**config.mk**
```make
export PLATFORM = sky130hd
export DESIGN_NAME = commit_thread_sel
export DESIGN_NICKNAME = d
export VERILOG_FILES = /design/src/rtl/ctsel_pkg.sv /design/src/rtl/ctsel_order.sv /design/src/rtl/ctsel_rr_pick.sv /design/src/rtl/ctsel_age_pick.sv /design/src/rtl/commit_thread_sel.sv
export SDC_FILE = /design/constraint.sdc
export NUM_CORES = 1
export LEC_CHECK = 0
export BUFFER_PORTS_ARGS = -buffer_cell sky130_fd_sc_hd__buf_4
export CORE_ASPECT_RATIO = 0.75
export CORE_MARGIN = 2
export CORE_UTILIZATION = 35
export CTS_BUF_LIST = sky130_fd_sc_hd__clkbuf_2
export CTS_CLUSTER_SIZE = 12
export DETAILED_ROUTE_END_ITERATION = 6
export GPL_TIMING_DRIVEN = 0
export HOLD_SLACK_MARGIN = 0.15
export SLEW_MARGIN = 15
export SYNTH_ARGS = -nofsm -noshare
export SYNTH_HDL_FRONTEND = slang
export SYNTH_SLANG_ARGS = --single-unit
```
**constraint.sdc**
```tcl
create_clock -name clk -period 8.7 [get_ports clk]
set_clock_uncertainty 0.05 [all_clocks]
set_input_delay 0 -clock clk [delete_from_list [all_inputs] [get_ports clk]]
set_output_delay 0 -clock clk [all_outputs]
set_load 0.01 [all_outputs]
```
**src/rtl/ctsel_pkg.sv**
```systemverilog
package ctsel_pkg;

  typedef enum logic [2:0] {
    ST_IDLE   = 3'd0,
    ST_RUN    = 3'd1,
    ST_SQUASH = 3'd2,
    ST_TRAP   = 3'd3,
    ST_FTRAP  = 3'd4
  } thr_state_e;

  typedef enum logic [1:0] {
    POL_GREEDY = 2'd0,
    POL_ROTATE = 2'd1,
    POL_OLDEST = 2'd2,
    POL_SPARE  = 2'd3
  } pol_e;

  localparam int unsigned ST_W = 3;

  // status acceptable for the rotating policy
  function automatic logic rr_state_ok(input thr_state_e s);
    return (s == ST_IDLE) || (s == ST_RUN);
  endfunction

  // status acceptable for the age policy and single-thread mode
  function automatic logic age_state_ok(input thr_state_e s);
    return (s == ST_IDLE) || (s == ST_RUN) || (s == ST_FTRAP);
  endfunction

endpackage

```
**src/rtl/ctsel_order.sv**
```systemverilog
module ctsel_order #(
  parameter int unsigned N     = 4,
  parameter int unsigned TID_W = 2
) (
  input  logic                        clk,
  input  logic                        rst_n,
  input  logic                        rotate,
  input  logic [TID_W-1:0]            rot_tid,
  output logic [N-1:0][TID_W-1:0]     order_o
);

  logic [N-1:0][TID_W-1:0] order_q, order_d;
  logic [N-1:0]            shift;

  // shift[i] is set for every slot at or behind the winner's slot
  always_comb begin
    logic hit;
    hit = 1'b0;
    for (int i = 0; i < int'(N); i++) begin
      hit      = hit | (order_q[i] == rot_tid);
      shift[i] = hit;
    end
  end

  for (genvar i = 0; i < int'(N); i++) begin : g_slot
    if (i == int'(N) - 1) begin : g_tail
      assign order_d[i] = shift[i] ? rot_tid : order_q[i];
    end else begin : g_body
      assign order_d[i] = shift[i] ? order_q[i+1] : order_q[i];
    end
  end

  always_ff @(posedge clk) begin
    if (!rst_n) begin
      for (int i = 0; i < int'(N); i++) order_q[i] <= TID_W'(i);
    end else if (rotate) begin
      order_q <= order_d;
    end
  end

  assign order_o = order_q;

  // presence mask: every thread index appears exactly once
  logic [N-1:0] present;
  always_comb begin
    present = '0;
    for (int i = 0; i < int'(N); i++)
      if (int'(order_q[i]) < int'(N)) present[order_q[i]] = 1'b1;
  end

  a_r4_list_is_permutation: assert property (@(posedge clk) disable iff (!rst_n)
    $countones(present) == N);

  a_r4_winner_to_tail: assert property (@(posedge clk) disable iff (!rst_n)
    rotate |=> order_q[N-1] == $past(rot_tid));

  a_r5_hold_without_take: assert property (@(posedge clk) disable iff (!rst_n)
    !rotate |=> $stable(order_q));

endmodule

```
**src/rtl/ctsel_rr_pick.sv**
```systemverilog
module ctsel_rr_pick #(
  parameter int unsigned N     = 4,
  parameter int unsigned TID_W = 2
) (
  input  logic [N-1:0][TID_W-1:0] order_i,
  input  logic [N-1:0]            elig_i,
  output logic                    valid_o,
  output logic [TID_W-1:0]        tid_o
);

  // walk from head to tail, keep the first qualifying entry
  always_comb begin
    valid_o = 1'b0;
    tid_o   = '0;
    for (int i = 0; i < int'(N); i++) begin
      if (!valid_o && elig_i[order_i[i]]) begin
        valid_o = 1'b1;
        tid_o   = order_i[i];
      end
    end
  end

endmodule

```
**src/rtl/ctsel_age_pick.sv**
```systemverilog
module ctsel_age_pick #(
  parameter int unsigned N     = 4,
  parameter int unsigned TID_W = 2,
  parameter int unsigned SEQ_W = 16
) (
  input  logic [N-1:0]            cand_i,
  input  logic [N-1:0][SEQ_W-1:0] seq_i,
  output logic                    valid_o,
  output logic [TID_W-1:0]        tid_o
);

  logic [SEQ_W-1:0] best_seq;

  // strict compare keeps the lower index on equal sequence numbers
  always_comb begin
    valid_o  = 1'b0;
    tid_o    = '0;
    best_seq = '0;
    for (int i = 0; i < int'(N); i++) begin
      if (cand_i[i] && (!valid_o || seq_i[i] < best_seq)) begin
        valid_o  = 1'b1;
        tid_o    = TID_W'(i);
        best_seq = seq_i[i];
      end
    end
  end

endmodule

```
**src/rtl/commit_thread_sel.sv**
```systemverilog
module commit_thread_sel #(
  parameter int unsigned N     = 4,
  parameter int unsigned SEQ_W = 16,
  localparam int unsigned TID_W = (N > 1) ? $clog2(N) : 1
) (
  input  logic                 clk,
  input  logic                 rst_n,
  input  logic [1:0]           policy_i,
  input  logic [N*3-1:0]       thr_state_i,
  input  logic [N-1:0]         head_ready_i,
  input  logic [N-1:0]         rob_empty_i,
  input  logic [N*SEQ_W-1:0]   head_seq_i,
  input  logic                 grant_ready_i,
  output logic                 grant_valid_o,
  output logic [TID_W-1:0]     grant_tid_o
);
  import ctsel_pkg::*;

  thr_state_e st [N];
  for (genvar i = 0; i < int'(N); i++) begin : g_unpack
    assign st[i] = thr_state_e'(thr_state_i[i*ST_W +: ST_W]);
  end

  if (N == 1) begin : g_single
    assign grant_valid_o = age_state_ok(st[0]);
    assign grant_tid_o   = '0;

    a_r9_single_grant: assert property (@(posedge clk) disable iff (!rst_n)
      grant_valid_o |-> (st[0] != ST_SQUASH && st[0] != ST_TRAP));

  end else begin : g_multi
    logic [N-1:0]            rr_elig, age_cand;
    logic [N-1:0][SEQ_W-1:0] seq_v;
    logic [N-1:0][TID_W-1:0] order;
    logic                    rr_v, age_v, use_rr, take;
    logic [TID_W-1:0]        rr_t, age_t;

    assign seq_v = head_seq_i;

    for (genvar i = 0; i < int'(N); i++) begin : g_elig
      assign rr_elig[i]  = head_ready_i[i] && rr_state_ok(st[i]);
      assign age_cand[i] = head_ready_i[i] && !rob_empty_i[i] && age_state_ok(st[i]);
    end

    assign use_rr = (pol_e'(policy_i) == POL_ROTATE);
    assign take   = use_rr && grant_valid_o && grant_ready_i;

    ctsel_order #(.N(N), .TID_W(TID_W)) u_order (
      .clk     (clk),
      .rst_n   (rst_n),
      .rotate  (take),
      .rot_tid (grant_tid_o),
      .order_o (order)
    );

    ctsel_rr_pick #(.N(N), .TID_W(TID_W)) u_rr (
      .order_i (order),
      .elig_i  (rr_elig),
      .valid_o (rr_v),
      .tid_o   (rr_t)
    );

    ctsel_age_pick #(.N(N), .TID_W(TID_W), .SEQ_W(SEQ_W)) u_age (
      .cand_i  (age_cand),
      .seq_i   (seq_v),
      .valid_o (age_v),
      .tid_o   (age_t)
    );

    assign grant_valid_o = use_rr ? rr_v : age_v;
    assign grant_tid_o   = use_rr ? rr_t : age_t;

    // no qualifying candidate beats the age winner
    logic [N-1:0] beats;
    for (genvar i = 0; i < int'(N); i++) begin : g_beats
      assign beats[i] = age_cand[i] &&
        ((seq_v[i] < seq_v[grant_tid_o]) ||
         (seq_v[i] == seq_v[grant_tid_o] && TID_W'(i) < grant_tid_o));
    end

    a_r2_rr_winner_qualifies: assert property (@(posedge clk) disable iff (!rst_n)
      (grant_valid_o && use_rr) |->
        (head_ready_i[grant_tid_o] && rr_state_ok(st[grant_tid_o])));

    a_r6_age_winner_qualifies: assert property (@(posedge clk) disable iff (!rst_n)
      (grant_valid_o && !use_rr) |->
        (head_ready_i[grant_tid_o] && !rob_empty_i[grant_tid_o] &&
         age_state_ok(st[grant_tid_o])));

    a_r7_age_is_oldest: assert property (@(posedge clk) disable iff (!rst_n)
      (grant_valid_o && !use_rr) |-> (beats == '0));

    a_r8_idle_index_zero: assert property (@(posedge clk) disable iff (!rst_n)
      !grant_valid_o |-> (grant_tid_o == '0));

    a_r8_none_when_no_candidate: assert property (@(posedge clk) disable iff (!rst_n)
      (!use_rr && age_cand == '0) |-> !grant_valid_o);
  end

endmodule

```
==> flow_metrics.env <==
export IMPL_die_w_um=103
export IMPL_hold_path_startpoint="grant_ready_i"
export IMPL_drt_pre_antenna_iters=5
export IMPL_cts_made_buffers=3
export IMPL_reg2reg_slack_ps=5320
export IMPL_syn_cell_area_mm2=0.00257
export IMPL_synthDominantAreaCellType="sky130_fd_sc_hd__ha_1"
export IMPL_netlist_top_cells_area="sky130_fd_sc_hd__ha_1, sky130_fd_sc_hd__nand2_1, sky130_fd_sc_hd__dfxtp_1"
export IMPL_dpl_cell_count=528
export IMPL_critical_path_endpoint_type="flop"
export IMPL_final_layout_size_suffix_gt1_share_pct=30.4
export IMPL_rr_startpoint="g_multi.u_order.order_o[2]$_SDFFE_PN1P_"
export IMPL_drt_total_wl_um=8580
export IMPL_clkTransAtPathRegs_ps=80
export IMPL_clockBufferDepth=2
export IMPL_worstRegToRegCells=12
export IMPL_status="finished clean"
export IMPL_timing_critical_path_arrival_ps=8150
export IMPL_grt_first_pass_wirelength_um=13800
export IMPL_floorplan_core_area_mm2=0.00696
export IMPL_power_internal_uw=134
export IMPL_holdPathStages=5
export IMPL_flip_flop_count_of_the_largest_register_all_copies_and_words_added=8
export IMPL_vdd_drop_max_mv=0.0580
export IMPL_synth_ff_latch_count=8
export IMPL_critical_path_required_ps=8780
export IMPL_tritoncts="done"
export IMPL_synth_yosys_seq_area_share_pct=6.24
export IMPL_critical_path_reg2reg_endpoint="g_multi.u_order.order_o[6]$_SDFFE_PN1P_"
export IMPL_timing_critical_path_from_type="input port"
export IMPL_routed_wire_length_per_instance_um=16.0
export IMPL_yosysTopAreaCellShare_pct=21.9
export IMPL_power_static_leakage_nw=1.56
export IMPL_vias=2976
export IMPL_power_total_uw=243
export IMPL_switching_share_pct=44.7
export IMPL_dieArea_mm2=0.00804
export IMPL_die_h_um=78.2
export IMPL_place_congestion=0.894
export IMPL_maximum_number_of_pins_on_one_net_before_global_route_repair=11
export IMPL_drc=0
export IMPL_clock_sinks=8
export IMPL_cp_max_fo=10
export IMPL_antenna_violating_nets_left=0
export IMPL_htree_levels=1
export IMPL_hold_path_end="g_multi.u_order.order_o[7]$_SDFFE_PN1P_"
export IMPL_instances_no_fill=536
export IMPL_diodes=0
export IMPL_yosysWarnings=0
export IMPL_cap_violations=0
export IMPL_vias_in_the_first_global_route=2800
export IMPL_drv_slew=0
export IMPL_io_pin_count=92
export IMPL_netlist_instances=340
export IMPL_fmaxAchievable_ghz=0.124
export IMPL_setup_viol=0
export IMPL_synthFlopType="sky130_fd_sc_hd__dfxtp_1"
export IMPL_power_density_cell_area_mw_per_mm2=70.3
export IMPL_portBuffers=90
export IMPL_layout_area_overhead_vs_synth_pct=34.7
export IMPL_max_stage_delay_ps=410
export IMPL_avgViaCountPerCell=5.55
export IMPL_post_route_min_period_ps=8080
export IMPL_initial_utilization_pct=36.9
export IMPL_antenna_found_initial=0
export IMPL_finish_net_count=574
export IMPL_combinationalPowerShare_pct=72.9
export IMPL_timing_hold_worst_class="input port to flop"
export IMPL_power_switching_uw=109
export IMPL_finalHoldViolations=0
export IMPL_critical_path_class="input port to flop"
export IMPL_synth_enable_flop_cells=0
export IMPL_async_set_reset_flop_share_out_of_synthesis_pct=0
export IMPL_power_share_sequential_pct=17.8
export IMPL_detail_route_iter0_violations=194
export IMPL_slew_headroom_pct=50.6
export IMPL_synth_distinct_cells=63
export IMPL_grt_usage_pct=21.2
export IMPL_dpl_hpwl_um=7320
export IMPL_globalRouteOverflowTotal=0
export IMPL_crit_slowest_cell="sky130_fd_sc_hd__a2111oi_0"
export IMPL_cts_root_buffer="sky130_fd_sc_hd__clkbuf_2"
export IMPL_post_route_clock_period_utilization_pct=92.8
export IMPL_postSynthNetCount=474
export IMPL_clockPowerShare_pct=9.2
export IMPL_worst_skew_pair_late_latency_ps=230
export IMPL_avgSynthCellArea_um2=7.55
export IMPL_tightestPinTransition_ps=722
export IMPL_path_common_cell="sky130_fd_sc_hd__clkbuf_2"
export IMPL_num_rows=26
export IMPL_rsz0062_at_grt="no"
-- worst max-delay path by stage --
stage | startpoint | endpoint | depth (start not counted)
floorplan | thr_state_i[1] | g_multi.u_order.order_o[6]$_SDFFE_PN1P_ | 36
global placement | thr_state_i[1] | g_multi.u_order.order_o[6]$_SDFFE_PN1P_ | 34
detailed placement | thr_state_i[1] | g_multi.u_order.order_o[6]$_SDFFE_PN1P_ | 36
CTS | thr_state_i[1] | g_multi.u_order.order_o[6]$_SDFFE_PN1P_ | 36
global route | thr_state_i[1] | g_multi.u_order.order_o[6]$_SDFFE_PN1P_ | 36
finish | thr_state_i[1] | g_multi.u_order.order_o[6]$_SDFFE_PN1P_ | 37
-- routing by layer --
layer  GRT usage, %  share of wire (%)
met4           2.24               0.29
met5              0                  0
met2           31.5                 43
met3           1.60                5.7
met1           33.8                 51
-- layout by cell type, fill, tap and decap left out, types with 3 or more instances in the layout --
| master | n |
|---|---|
| sky130_fd_sc_hd__buf_4 | 94 |
| sky130_fd_sc_hd__nand2_1 | 48 |
| sky130_fd_sc_hd__ha_1 | 45 |
| sky130_fd_sc_hd__a21oi_1 | 24 |
| sky130_fd_sc_hd__o21ai_0 | 24 |
| sky130_fd_sc_hd__nor2b_1 | 19 |
| sky130_fd_sc_hd__nor2_1 | 17 |
| sky130_fd_sc_hd__a31oi_1 | 16 |
| sky130_fd_sc_hd__nand3_1 | 11 |
| sky130_fd_sc_hd__clkbuf_2 | 10 |
| sky130_fd_sc_hd__inv_1 | 9 |
| sky130_fd_sc_hd__mux2i_1 | 8 |
| sky130_fd_sc_hd__dfxtp_1 | 8 |
| sky130_fd_sc_hd__a21o_1 | 7 |
| sky130_fd_sc_hd__nand4_1 | 7 |
| sky130_fd_sc_hd__nor3b_1 | 6 |
| sky130_fd_sc_hd__clkbuf_1 | 6 |
| sky130_fd_sc_hd__nand2b_1 | 5 |
| sky130_fd_sc_hd__a211oi_1 | 4 |
| sky130_fd_sc_hd__nor3_1 | 4 |
| sky130_fd_sc_hd__and3_1 | 4 |
| sky130_fd_sc_hd__o211ai_1 | 3 |
-- synth_stat cells (3+ instances only) --
library cell	instances
sky130_fd_sc_hd__nand2_1	48
sky130_fd_sc_hd__ha_1	45
sky130_fd_sc_hd__a21oi_1	24
sky130_fd_sc_hd__o21ai_0	24
sky130_fd_sc_hd__nor2b_1	19
sky130_fd_sc_hd__nor2_1	18
sky130_fd_sc_hd__a31oi_1	16
sky130_fd_sc_hd__clkbuf_1	13
sky130_fd_sc_hd__nand3_1	11
sky130_fd_sc_hd__inv_1	9
sky130_fd_sc_hd__dfxtp_1	8
sky130_fd_sc_hd__mux2i_1	8
sky130_fd_sc_hd__a21o_1	7
sky130_fd_sc_hd__nand4_1	7
sky130_fd_sc_hd__nor3b_1	6
sky130_fd_sc_hd__nand2b_1	5
sky130_fd_sc_hd__a2111oi_0	4
sky130_fd_sc_hd__a211oi_1	4
sky130_fd_sc_hd__and3_1	4
sky130_fd_sc_hd__nor3_1	4
sky130_fd_sc_hd__o211ai_1	3
-- final cells by class --
| cell class | instances | area, um2 |
|---|---|---|
| Timing Repair Buffer | 95 | 716 |
| Clock buffer | 3 | 15.0 |
| Buffer | 13 | 57.6 |
| Tap cell | 98 | 123 |
| Multi-Input combinational cell | 310 | 2350 |
| Fill cell | 716 | 3500 |
| Inverter | 9 | 33.8 |
| Sequential cell | 8 | 160 |
-- power groups by stage --
| stage | sequential (mW) | clock, mW | combinational, mW |
|---|---|---|---|
| CTS | 0.0431 | 0.0231 | 0.174 |
| global placement | 0.0441 | 0 | 0.169 |
| global route | 0.0436 | 0.0246 | 0.198 |
| detailed placement | 0.0439 | 0 | 0.172 |
| finish | 0.0433 | 0.0224 | 0.177 |
| floorplan | 0.0428 | 0 | 0.107 |
-- worst max-delay path: cells and delay by family --
family | cells | cell delay [ps]
buffers and inverters | 6 | 1530
AOI/OAI and AO/OA | 17 | 3550
adders and majority gates | 3 | 930
muxes | 1 | 320
and+or+nand+nor | 10 | 1800
-- repair_timing --
item / in CTS / in global routing
pin swaps: 0 / 1
hold buffers: 1 / 0
buffers inserted: 0 / 4
hold endpoints to repair: 3 / 0
resized for setup: 7 / 10
endpoints found under the setup margin: 7 / 8
-- logic make-up (layout without fill, tap and decap cells) --
logic type               Yosys count  in the layout  share of synthesized area [%]
adder cells (fa/ha/maj)           45             45                           21.9
flip-flops                         8              8                           6.24
buffers and inverters             22            120                           3.22
AO/OA/AOI/OAI                    112            112                           32.5
AND/OR/NAND/NOR                  138            138                           28.9
multiplexers                      12             12                           5.90
XOR/XNOR                           3              3                           1.32
-- per-stage QoR --
stage | cell area [um2] | setup slack [ps] | hold WS [ps] | TNS [ps] | utilization [%]
final | 3460 | 624 | 176 | 0 | 49.7
after detailed placement | 3360 | -783 | 283 | -4340 | 48.3
after global routing | 3460 | 38.9 | 202 | 0 | 49.7
after global placement | 3360 | -606 | 258 | -3100 | 48.3
after floorplan | 2570 | 1030 | 204 | 0 | -
after CTS | 3400 | 72.9 | 166 | 0 | 48.9
No activity file was read; power rests on OpenSTA's default activity.
